File: src/rtl/rxd_pkg.sv
package rxd_pkg;

   typedef enum logic [1:0] {
      CT_SYNC  = 2'd0,
      CT_DEMOD = 2'd1,
      CT_HOLD  = 2'd2
   } ctrl_state_t;

   function automatic int unsigned mid_offset(input int unsigned clk_per_bit);
      return clk_per_bit / 2;
   endfunction

endpackage

File: src/rtl/rxd_sync.sv
module rxd_sync #(
   parameter int STAGES = 2
) (
   input  logic clk,
   input  logic rst_n,
   input  logic line_in,
   output logic line_q,
   output logic fall
);
   logic [STAGES-1:0] pipe;
   logic              prev;

   for (genvar g = 0; g < STAGES; g++) begin : g_stage
      if (g == 0) begin : g_first
         always_ff @(posedge clk or negedge rst_n) begin
            if (!rst_n) pipe[0] <= 1'b1;
            else        pipe[0] <= line_in;
         end
      end else begin : g_next
         always_ff @(posedge clk or negedge rst_n) begin
            if (!rst_n) pipe[g] <= 1'b1;
            else        pipe[g] <= pipe[g-1];
         end
      end
   end

   always_ff @(posedge clk or negedge rst_n) begin
      if (!rst_n) prev <= 1'b1;
      else        prev <= pipe[STAGES-1];
   end

   assign line_q = pipe[STAGES-1];
   assign fall   = prev & ~pipe[STAGES-1];
endmodule

File: src/rtl/rxd_char.sv
module rxd_char
   import rxd_pkg::*;
#(
   parameter int CLK_PER_BIT = 16
) (
   input  logic       clk,
   input  logic       rst_n,
   input  logic       line_q,
   input  logic       fall,
   output logic       char_ok,
   output logic       char_bad,
   output logic [7:0] char_data
);
   localparam int CW   = $clog2(CLK_PER_BIT);
   localparam int HALF = int'(mid_offset(CLK_PER_BIT));

   logic          busy;
   logic [CW-1:0] cnt;
   logic [3:0]    idx;
   logic [7:0]    shreg;

   always_ff @(posedge clk or negedge rst_n) begin
      if (!rst_n) begin
         busy     <= 1'b0;
         cnt      <= '0;
         idx      <= '0;
         shreg    <= '0;
         char_ok  <= 1'b0;
         char_bad <= 1'b0;
      end else begin
         char_ok  <= 1'b0;
         char_bad <= 1'b0;
         if (!busy) begin
            if (fall) begin
               busy <= 1'b1;
               cnt  <= CW'(HALF - 1);
               idx  <= 4'd0;
            end
         end else if (cnt != '0) begin
            cnt <= cnt - 1'b1;
         end else begin
            cnt <= CW'(CLK_PER_BIT - 1);
            idx <= idx + 4'd1;
            if (idx == 4'd0) begin
               if (line_q) busy <= 1'b0;
            end else if (idx <= 4'd8) begin
               shreg <= {line_q, shreg[7:1]};
            end else begin
               busy <= 1'b0;
               if (line_q) char_ok  <= 1'b1;
               else        char_bad <= 1'b1;
            end
         end
      end
   end

   assign char_data = shreg;
endmodule

File: src/rtl/rxd_word.sv
module rxd_word #(
   parameter int BYTES = 4,
   localparam int W    = 8 * BYTES
) (
   input  logic         clk,
   input  logic         rst_n,
   input  logic         char_ok,
   input  logic         char_bad,
   input  logic [7:0]   char_data,
   output logic [W-1:0] word,
   output logic         ready
);
   localparam int IW = $clog2(BYTES);

   logic [IW-1:0] slot;
   logic [W-1:0]  acc;

   always_ff @(posedge clk or negedge rst_n) begin
      if (!rst_n) begin
         slot  <= '0;
         acc   <= '0;
         word  <= '0;
         ready <= 1'b0;
      end else begin
         ready <= 1'b0;
         if (char_bad) begin
            slot <= '0;
         end else if (char_ok) begin
            if (slot == IW'(BYTES - 1)) begin
               word[W-1 -: 8] <= char_data;
               word[W-9:0]    <= acc[W-9:0];
               ready          <= 1'b1;
               slot           <= '0;
            end else begin
               acc[slot*8 +: 8] <= char_data;
               slot             <= slot + 1'b1;
            end
         end
      end
   end
endmodule

File: src/rtl/rxd_ctrl.sv
module rxd_ctrl
   import rxd_pkg::*;
#(
   parameter int W    = 32,
   parameter int HOLD = 33
) (
   input  logic         clk,
   input  logic         rst_n,
   input  logic         word_ready,
   input  logic [W-1:0] rx_word,
   input  logic [W-1:0] carrier,
   output logic [W-1:0] data_out,
   output logic         data_valid,
   output logic         gen_advance
);
   localparam int HW = $clog2(HOLD + 1);

   ctrl_state_t   state;
   logic [W-1:0]  held;
   logic [HW-1:0] hcnt;

   always_ff @(posedge clk or negedge rst_n) begin
      if (!rst_n) begin
         state       <= CT_SYNC;
         held        <= '0;
         hcnt        <= '0;
         data_out    <= '0;
         data_valid  <= 1'b0;
         gen_advance <= 1'b0;
      end else begin
         data_valid  <= 1'b0;
         gen_advance <= 1'b0;
         unique case (state)
            CT_SYNC: begin
               if (word_ready) begin
                  held  <= rx_word;
                  state <= CT_DEMOD;
               end
            end
            CT_DEMOD: begin
               data_out   <= held - carrier;
               data_valid <= 1'b1;
               hcnt       <= '0;
               state      <= CT_HOLD;
            end
            CT_HOLD: begin
               if (hcnt == HW'(HOLD - 1)) begin
                  gen_advance <= 1'b1;
                  state       <= CT_SYNC;
               end else begin
                  hcnt <= hcnt + 1'b1;
               end
            end
            default: state <= CT_SYNC;
         endcase
      end
   end
endmodule

File: src/rtl/rx_demask.sv
module rx_demask #(
   parameter int CLK_PER_BIT = 16,
   parameter int WORD_BYTES  = 4,
   parameter int HOLD_CYCLES = 33,
   parameter int SYNC_STAGES = 2
) (
   input  logic                    clk,
   input  logic                    rst_n,
   input  logic                    rx_line,
   input  logic [8*WORD_BYTES-1:0] carrier,
   output logic [8*WORD_BYTES-1:0] rx_word,
   output logic                    word_ready,
   output logic [8*WORD_BYTES-1:0] data_out,
   output logic                    data_valid,
   output logic                    gen_advance
);
   localparam int W = 8 * WORD_BYTES;

   if (CLK_PER_BIT < 4) begin : g_chk_cpb
      $error("rx_demask: CLK_PER_BIT must be at least 4");
   end
   if (WORD_BYTES < 2) begin : g_chk_bytes
      $error("rx_demask: WORD_BYTES must be at least 2");
   end
   if (HOLD_CYCLES < 1) begin : g_chk_hold
      $error("rx_demask: HOLD_CYCLES must be at least 1");
   end
   if (SYNC_STAGES < 2) begin : g_chk_sync
      $error("rx_demask: SYNC_STAGES must be at least 2");
   end

   logic       line_q, fall;
   logic       char_ok, char_bad;
   logic [7:0] char_data;

   rxd_sync #(.STAGES(SYNC_STAGES)) u_sync (
      .clk(clk), .rst_n(rst_n), .line_in(rx_line),
      .line_q(line_q), .fall(fall)
   );

   rxd_char #(.CLK_PER_BIT(CLK_PER_BIT)) u_char (
      .clk(clk), .rst_n(rst_n), .line_q(line_q), .fall(fall),
      .char_ok(char_ok), .char_bad(char_bad), .char_data(char_data)
   );

   rxd_word #(.BYTES(WORD_BYTES)) u_word (
      .clk(clk), .rst_n(rst_n), .char_ok(char_ok), .char_bad(char_bad),
      .char_data(char_data), .word(rx_word), .ready(word_ready)
   );

   rxd_ctrl #(.W(W), .HOLD(HOLD_CYCLES)) u_ctrl (
      .clk(clk), .rst_n(rst_n), .word_ready(word_ready), .rx_word(rx_word),
      .carrier(carrier), .data_out(data_out), .data_valid(data_valid),
      .gen_advance(gen_advance)
   );
endmodule

File: config.mk
export PLATFORM = sky130hd
export DESIGN_NAME = rx_demask
export DESIGN_NICKNAME = d
export VERILOG_FILES = /design/src/rtl/rxd_pkg.sv /design/src/rtl/rxd_sync.sv /design/src/rtl/rxd_char.sv /design/src/rtl/rxd_word.sv /design/src/rtl/rxd_ctrl.sv /design/src/rtl/rx_demask.sv
export SDC_FILE = /design/constraint.sdc
export NUM_CORES = 1
export LEC_CHECK = 0
export ABC_AREA = 0
export BUFFER_PORTS_ARGS = -buffer_cell sky130_fd_sc_hd__buf_4
export CORE_MARGIN = 2
export CORE_UTILIZATION = 43
export CTS_BUF_LIST = sky130_fd_sc_hd__clkbuf_2
export CTS_CLUSTER_DIAMETER = 50
export DETAILED_ROUTE_END_ITERATION = 12
export PLACE_DENSITY = 0.62
export SYNTH_ARGS = -nofsm -noshare
export SYNTH_HDL_FRONTEND = slang
export SYNTH_HIERARCHICAL = 1
export SYNTH_SLANG_ARGS = --single-unit
File: constraint.sdc
create_clock -name clk -period 3.4 [get_ports clk]
set_input_delay 0.17 -clock clk [delete_from_list [all_inputs] [get_ports clk]]
set_output_delay 0.17 -clock clk [all_outputs]
set_load 0.005 [all_outputs]
* Word-level counts from Yosys, hierarchy flattened
Cells that the tools add are included.
** Storage, ports and cells
- Bits in registers :: 163
- Output and inout port bits :: 67
- Logic and storage cells :: 91
** Operators by class
- Add/subtract/negate cells :: 6
- Magnitude comparators :: 1
- Equal/unequal tests :: 8
- Shift operators :: 2
- Multiplexer cells :: 36
- Bitwise operators :: 6
- Reduce and logical (&&, ||, !) cells :: 13
** Operator list (count)
- 5-bit negation with 34-bit output :: 1
- 8-bit by 34-bit variable shift with 32-bit output (first input constant) :: 1
- 8-bit by 34-bit variable part select with 32-bit output :: 1
- 32-bit bitwise mux :: 1
- 32-bit subtractor :: 1
- 4-bit 2-to-1 mux :: 6
- 1-bit 2-to-1 mux :: 21
- 6-bit one-hot mux with 2 select lines :: 1
- 2-bit 2-to-1 mux :: 5
- 2-bit AND reduction :: 4
- 6-bit by 1-bit adder with 6-bit output (second input constant) :: 1
- 6-bit == test (second input constant) :: 1
- 6-bit 2-to-1 mux :: 1
- 2-bit != test (second input constant) :: 3
- 2-bit one-hot mux with 3 select lines :: 1
- 3-bit AND reduction :: 2
- 2-bit nonzero test :: 3
- 1-bit inverter :: 5
- 4-bit by 1-bit adder with 4-bit output (second input constant) :: 1
- 2-bit == test (second input constant) :: 2
- 4-bit <= comparator (second input constant) :: 1
- 4-bit logical NOT :: 1
- 4-bit AND reduction :: 1
- 4-bit nonzero test :: 1
- 6 further kinds :: 6

* Depth between registers and ports, before layout
- Word-level depth :: 5
- Mapped depth :: 10

* Hierarchy
The synthesis kept the hierarchy.
** By module, submodules not included
- rxd_ctrl :: times used 1, cells each 509, area an instance 4709.5 um^2
- rxd_word :: times used 1, cells each 144, area an instance 2293.4 um^2
- rxd_char :: times used 1, cells each 109, area an instance 1148.6 um^2
- rxd_sync :: times used 1, cells each 4, area an instance 92.6 um^2

* Least setup slack after synthesis
OpenSTA, ideal clock, no wires.
- Kind :: register -> register
- Start :: register u_ctrl.held[0]
- End :: register u_ctrl.data_out[28]
- Setup time :: 131 ps
- Data arrival time :: 2368 ps
- Data required time :: 3269 ps
- Slack :: 900 ps
- Cell stages (with the launch flop) :: 11
- Period minus slack after synthesis :: 2500 ps
- Cells stage by stage :: dfrtp_1 > inv_1 > ha_1 > fa_1 > and2b_1 > o211ai_2 > a21oi_2 > a211oi_1 > o31a_1 > and4_1 > or3_1
** Between the ends
- Longest elaborated chain between the ends :: 1
** RTL lines
- start: declaration :: line rxd_ctrl.sv:19 : logic [W-1:0] held;
- start signal: assignment :: line rxd_ctrl.sv:36 : held <= rx_word;
- 32-bit subtractor :: line rxd_ctrl.sv:41 : data_out <= held - carrier;
- end signal: assignment :: line rxd_ctrl.sv:41
- end: declaration :: line rxd_ctrl.sv:12 : output logic [W-1:0] data_out,
Every way passes these cells.
A chain may end at the register's enable or synchronous reset.

* Worst setup path in the final report
Same ends and word-level chain as after synthesis.

==> metrics.md <==
| Metric | Value |
|---|---|
| WHS | `74.26 ps` |
| Required @ worst endpoint | `4030 ps` |
| Gate count after technology mapping | `766` |
| Fin. Hold Viols | `0` |
| Register area share after synthesis | `47.09%` |
| Share of cells above drive strength 1 | `24.18%` |
| Mapped cell area | `8244 µm²` |
| Post-synthesis compound-gate area fraction | `16.89%` |
| Dominant cells by area after synthesis | `dfrtp_1, ha_1, mux2_2, nand2_1, a22o_1` |
| Slowest stage delay, CP | `390 ps` |
| Placeable core region | `18,770 µm²` |
| Post-place setup slack | `632.2 ps` |
| Crit-path leading delay family | `compound AO/OA/AOI/OAI gates` |
| Cells after DPL | `1,069` |
| WL/cell | `17.28 µm` |
| Clock Sinks | `155` |
| Crit share post-route | `82.96%` |
| Fmax achieved | `0.3545 GHz` |
| H-Tree Depth | `4` |
| Post-synth top area share | `46.14%` |
| Peak supply drop | `0.3668 mV` |
| Top-count cell post-synth | `dfrtp_1` |
| Die ar. | `20,300 µm²` |
| Top layer in use | `met4` |
| Final WL | `19.29 mm` |
| Post-Route Skew | `30.47 ps` |
| Initial Utilization | `43.93%` |
| First-pass GRT wire length | `31.69 mm` |
| # rows | `50` |
| 1st-pass router iterations | `5` |
| CTS tree | `done` |
| WL met3 | `753 µm` |
| Crit path launch type | `flop` |
| Placed inst area | `9169 µm²` |
| Crit path capture type | `flop` |
| Skew-Pair Late Insertion Delay | `730 ps` |
| Worst Path Buf+Inv | `1` |
| Mux contribution to synthesized area | `8.833%` |
| Commonest cells in the netlist | `dfrtp_1, nand2_1, inv_1` |
| Hold crit path type | `primary input to flop` |
| Crit path DAT | `3450 ps` |
| IO Pins | `102` |
| MaxCap Viol Count | `0` |
| I/O Buffers | `101` |
| Number of buffers created by CTS | `17` |
| Critical-path cell list | `inv_1, ha_1, fa_1, and2b_1, o211ai_2, a21oi_2, a211oi_1, o31a_1, and4_1, or3_1` |
| Slew headroom | `47.08%` |
| Setup TNS Final | `0 ps` |
| Synth Area per Inst | `10.76 µm²` |
| Gr usage total | `20.02%` |
| Final Setup Violations | `0` |
| Longest Clk Path Bufs | `2` |
| Crit path max fanout | `3` |
| Grt ovf | `0` |
| Syn Nets | `843` |
| Root cell of the clock tree | `clkbuf_2` |
| Synth Area in Adders | `6.465%` |
| Post-synth ARST share | `100.0%` |
| NumNets Final | `945` |
| Synth Area in XOR/XNOR | `2.762%` |
| Clock Pin Slew Worst Setup and Hold Paths | `240 ps` |
| Area grow syn2layout | `16.36%` |
| Die Height | `142.5 µm` |
| Largest net degree at the start of global routing | `76` |
| Dpl hpwl | `14.27 mm` |
| RSZ-0062 raised after global routing | `false` |
| Slew Limit Fails | `0` |
| Vias post-DR | `6,065` |
| Post-synth top area cell | `dfrtp_1` |
| Yosys warns | `6` |
| Slowest cell on the critical path | `dfrtp_1` |
| DR iter-0 viols | `295` |
| Synth Area in Simple Gates | `13.04%` |
| Post-route DRC | `0` |
| Tightest Pin Transition | `788.2 ps` |
| Seq cells post-synth | `155` |
| PwrDens | `394.7 nW/µm²` |
| Number of global-route vias before repair | `5,893` |
| Final setup margin | `579.2 ps` |
| Setup CP Type | `flop to flop` |
| Status | `complete, no violations` |
| Met2 WL post-DR | `8.951 mm` |
| Critical Path Start | `u_ctrl/held[0]` |
| Post-synth EDFFs | `0` |
| Largest family of logic cells by synthesized area | `compound AO/OA/AOI/OAI gates` |
| Die Width | `142.5 µm` |
| P_leak | `0.004807 µW` |
| Design area | `9593 µm²` |
| Via density | `5.435` |
| Synth cell types | `76` |
| Antenna viol nets, final | `0` |
| Finished Layout Cells | `1,116` |
| Reg2reg start | `u_ctrl/held[0]` |
| Cts repair resizes | `0` |
| Synth Flop Type | `dfrtp_1` |
| WL met1 | `9.369 mm` |
| Initial antenna violation count | `1` |
| GP Congestion | `0.9128` |
| Worst Hold Launch | `carrier[11]` |
| Crit path time final | `2821 ps` |
==> cells by family (layout without fill, tap and decap cells) <==
logic type,count (synthesis),in the layout
XOR/XNOR,26,26
other,0,1
flip-flops,155,155
multiplexers,65,65
buffers and inverters,96,211
adder cells (fa/ha/maj),42,42
AO/OA/AOI/OAI,196,196
AND/OR/NAND/NOR,186,186
==> through the flow <==
stage                     utilization [%]  total power (µW)
after floorplan                         -              2442
after global placement              48.85              2617
after detailed placement            48.85              2627
after CTS                           51.10              3829
after global routing                51.11              3985
final                               51.11              3786
==> worst register-to-register path, stage by stage (launching register included) <==
cell and delay (ps):
dfrtp_1 390, inv_1 50, ha_1 200, fa_1 390, and2b_1 240, o211ai_2 140
a21oi_2 220, a211oi_1 160, o31a_1 350, and4_1 210, or3_1 360
==> power by group <==
| part | leakage [µW] | switching [µW] | internal [µW] | total (µW) |
|---|---|---|---|---|
| combinational | 0.00268 | 305 | 253 | 558 |
| clock | 0.000159 | 693 | 489 | 1180 |
| sequential | 0.00196 | 130 | 1920 | 2050 |
==> metal layers <==
layer | vias to the layer above | track usage (%)
li1 | 2994 | -
met2 | 135 | 32.01
met3 | 14 | 3.365
met1 | 2922 | 28.61
met5 | - | 0
met4 | 0 | 4.638
==> registers in the layout (all words and copies together), names as in the netlist <==
name and flops:
u_word/ready 1, u_word/acc 24, u_ctrl/gen_advance 1, u_char/char_data 8, u_sync/line_q 1, u_ctrl/held 32
u_ctrl/data_valid 1, u_sync/pipe 1, u_char/char_bad 1, u_ctrl/hcnt 6, u_ctrl/data_out 32, u_char/char_ok 1
u_char/idx 4, u_ctrl/state 2, u_word/slot 2, u_word/word 32, u_sync/prev 1, u_char/busy 1
u_char/cnt 4
==> worst paths after layout <==
kind / endpoint / slack, ps / depth (start not counted)
max: u_ctrl/data_out[28] / 580 / 10
min: u_ctrl/data_out[11] / 70 / 5
max reg2reg: u_ctrl/data_out[28] / 580 / 10
min reg2reg: u_sync/line_q / 370 / 0
max in group asynchronous: u_ctrl/data_out[6] / 1570 / 4
min in group asynchronous: u_word/word[18] / 520 / 3
==> cell type report <==
class / instances / area (µm²)
clock inverters: 14 / 191.4
well taps: 234 / 292.8
fillers: 1737 / 9175
inverters: 57 / 214.0
repair buffers: 122 / 954.7
flip-flops and latches: 155 / 3882
diodes: 1 / 2.502
multi-input cells: 515 / 3965
clock buffers: 18 / 90.09
==> timing repair <==
item | 4_1_cts | 5_1_grt
setup buffers | 0 | 0
hold buffers | 14 | 0
hold endpoints to repair | 93 | 0
==> cell usage in the layout, fill, tap and decap left out, types with 8 or more instances in the layout <==
cell type	instances
nor2_1	19
nor3_1	15
mux2_2	44
buf_4	107
nand2b_1	9
nand2_1	59
nand4_1	14
dfrtp_1	152
a21o_1	13
inv_1	54
clkbuf_2	18
a22o_1	25
mux2_1	18
ha_1	41
o21ai_1	17
xnor2_1	15
o31ai_1	9
and2_1	9
a31oi_1	8
nand3_1	12
a21oi_1	36
o21ai_0	33
dlygate4sd3_1	14
o21a_1	8
xor2_1	11
No activity file was read; power rests on OpenSTA's default activity.
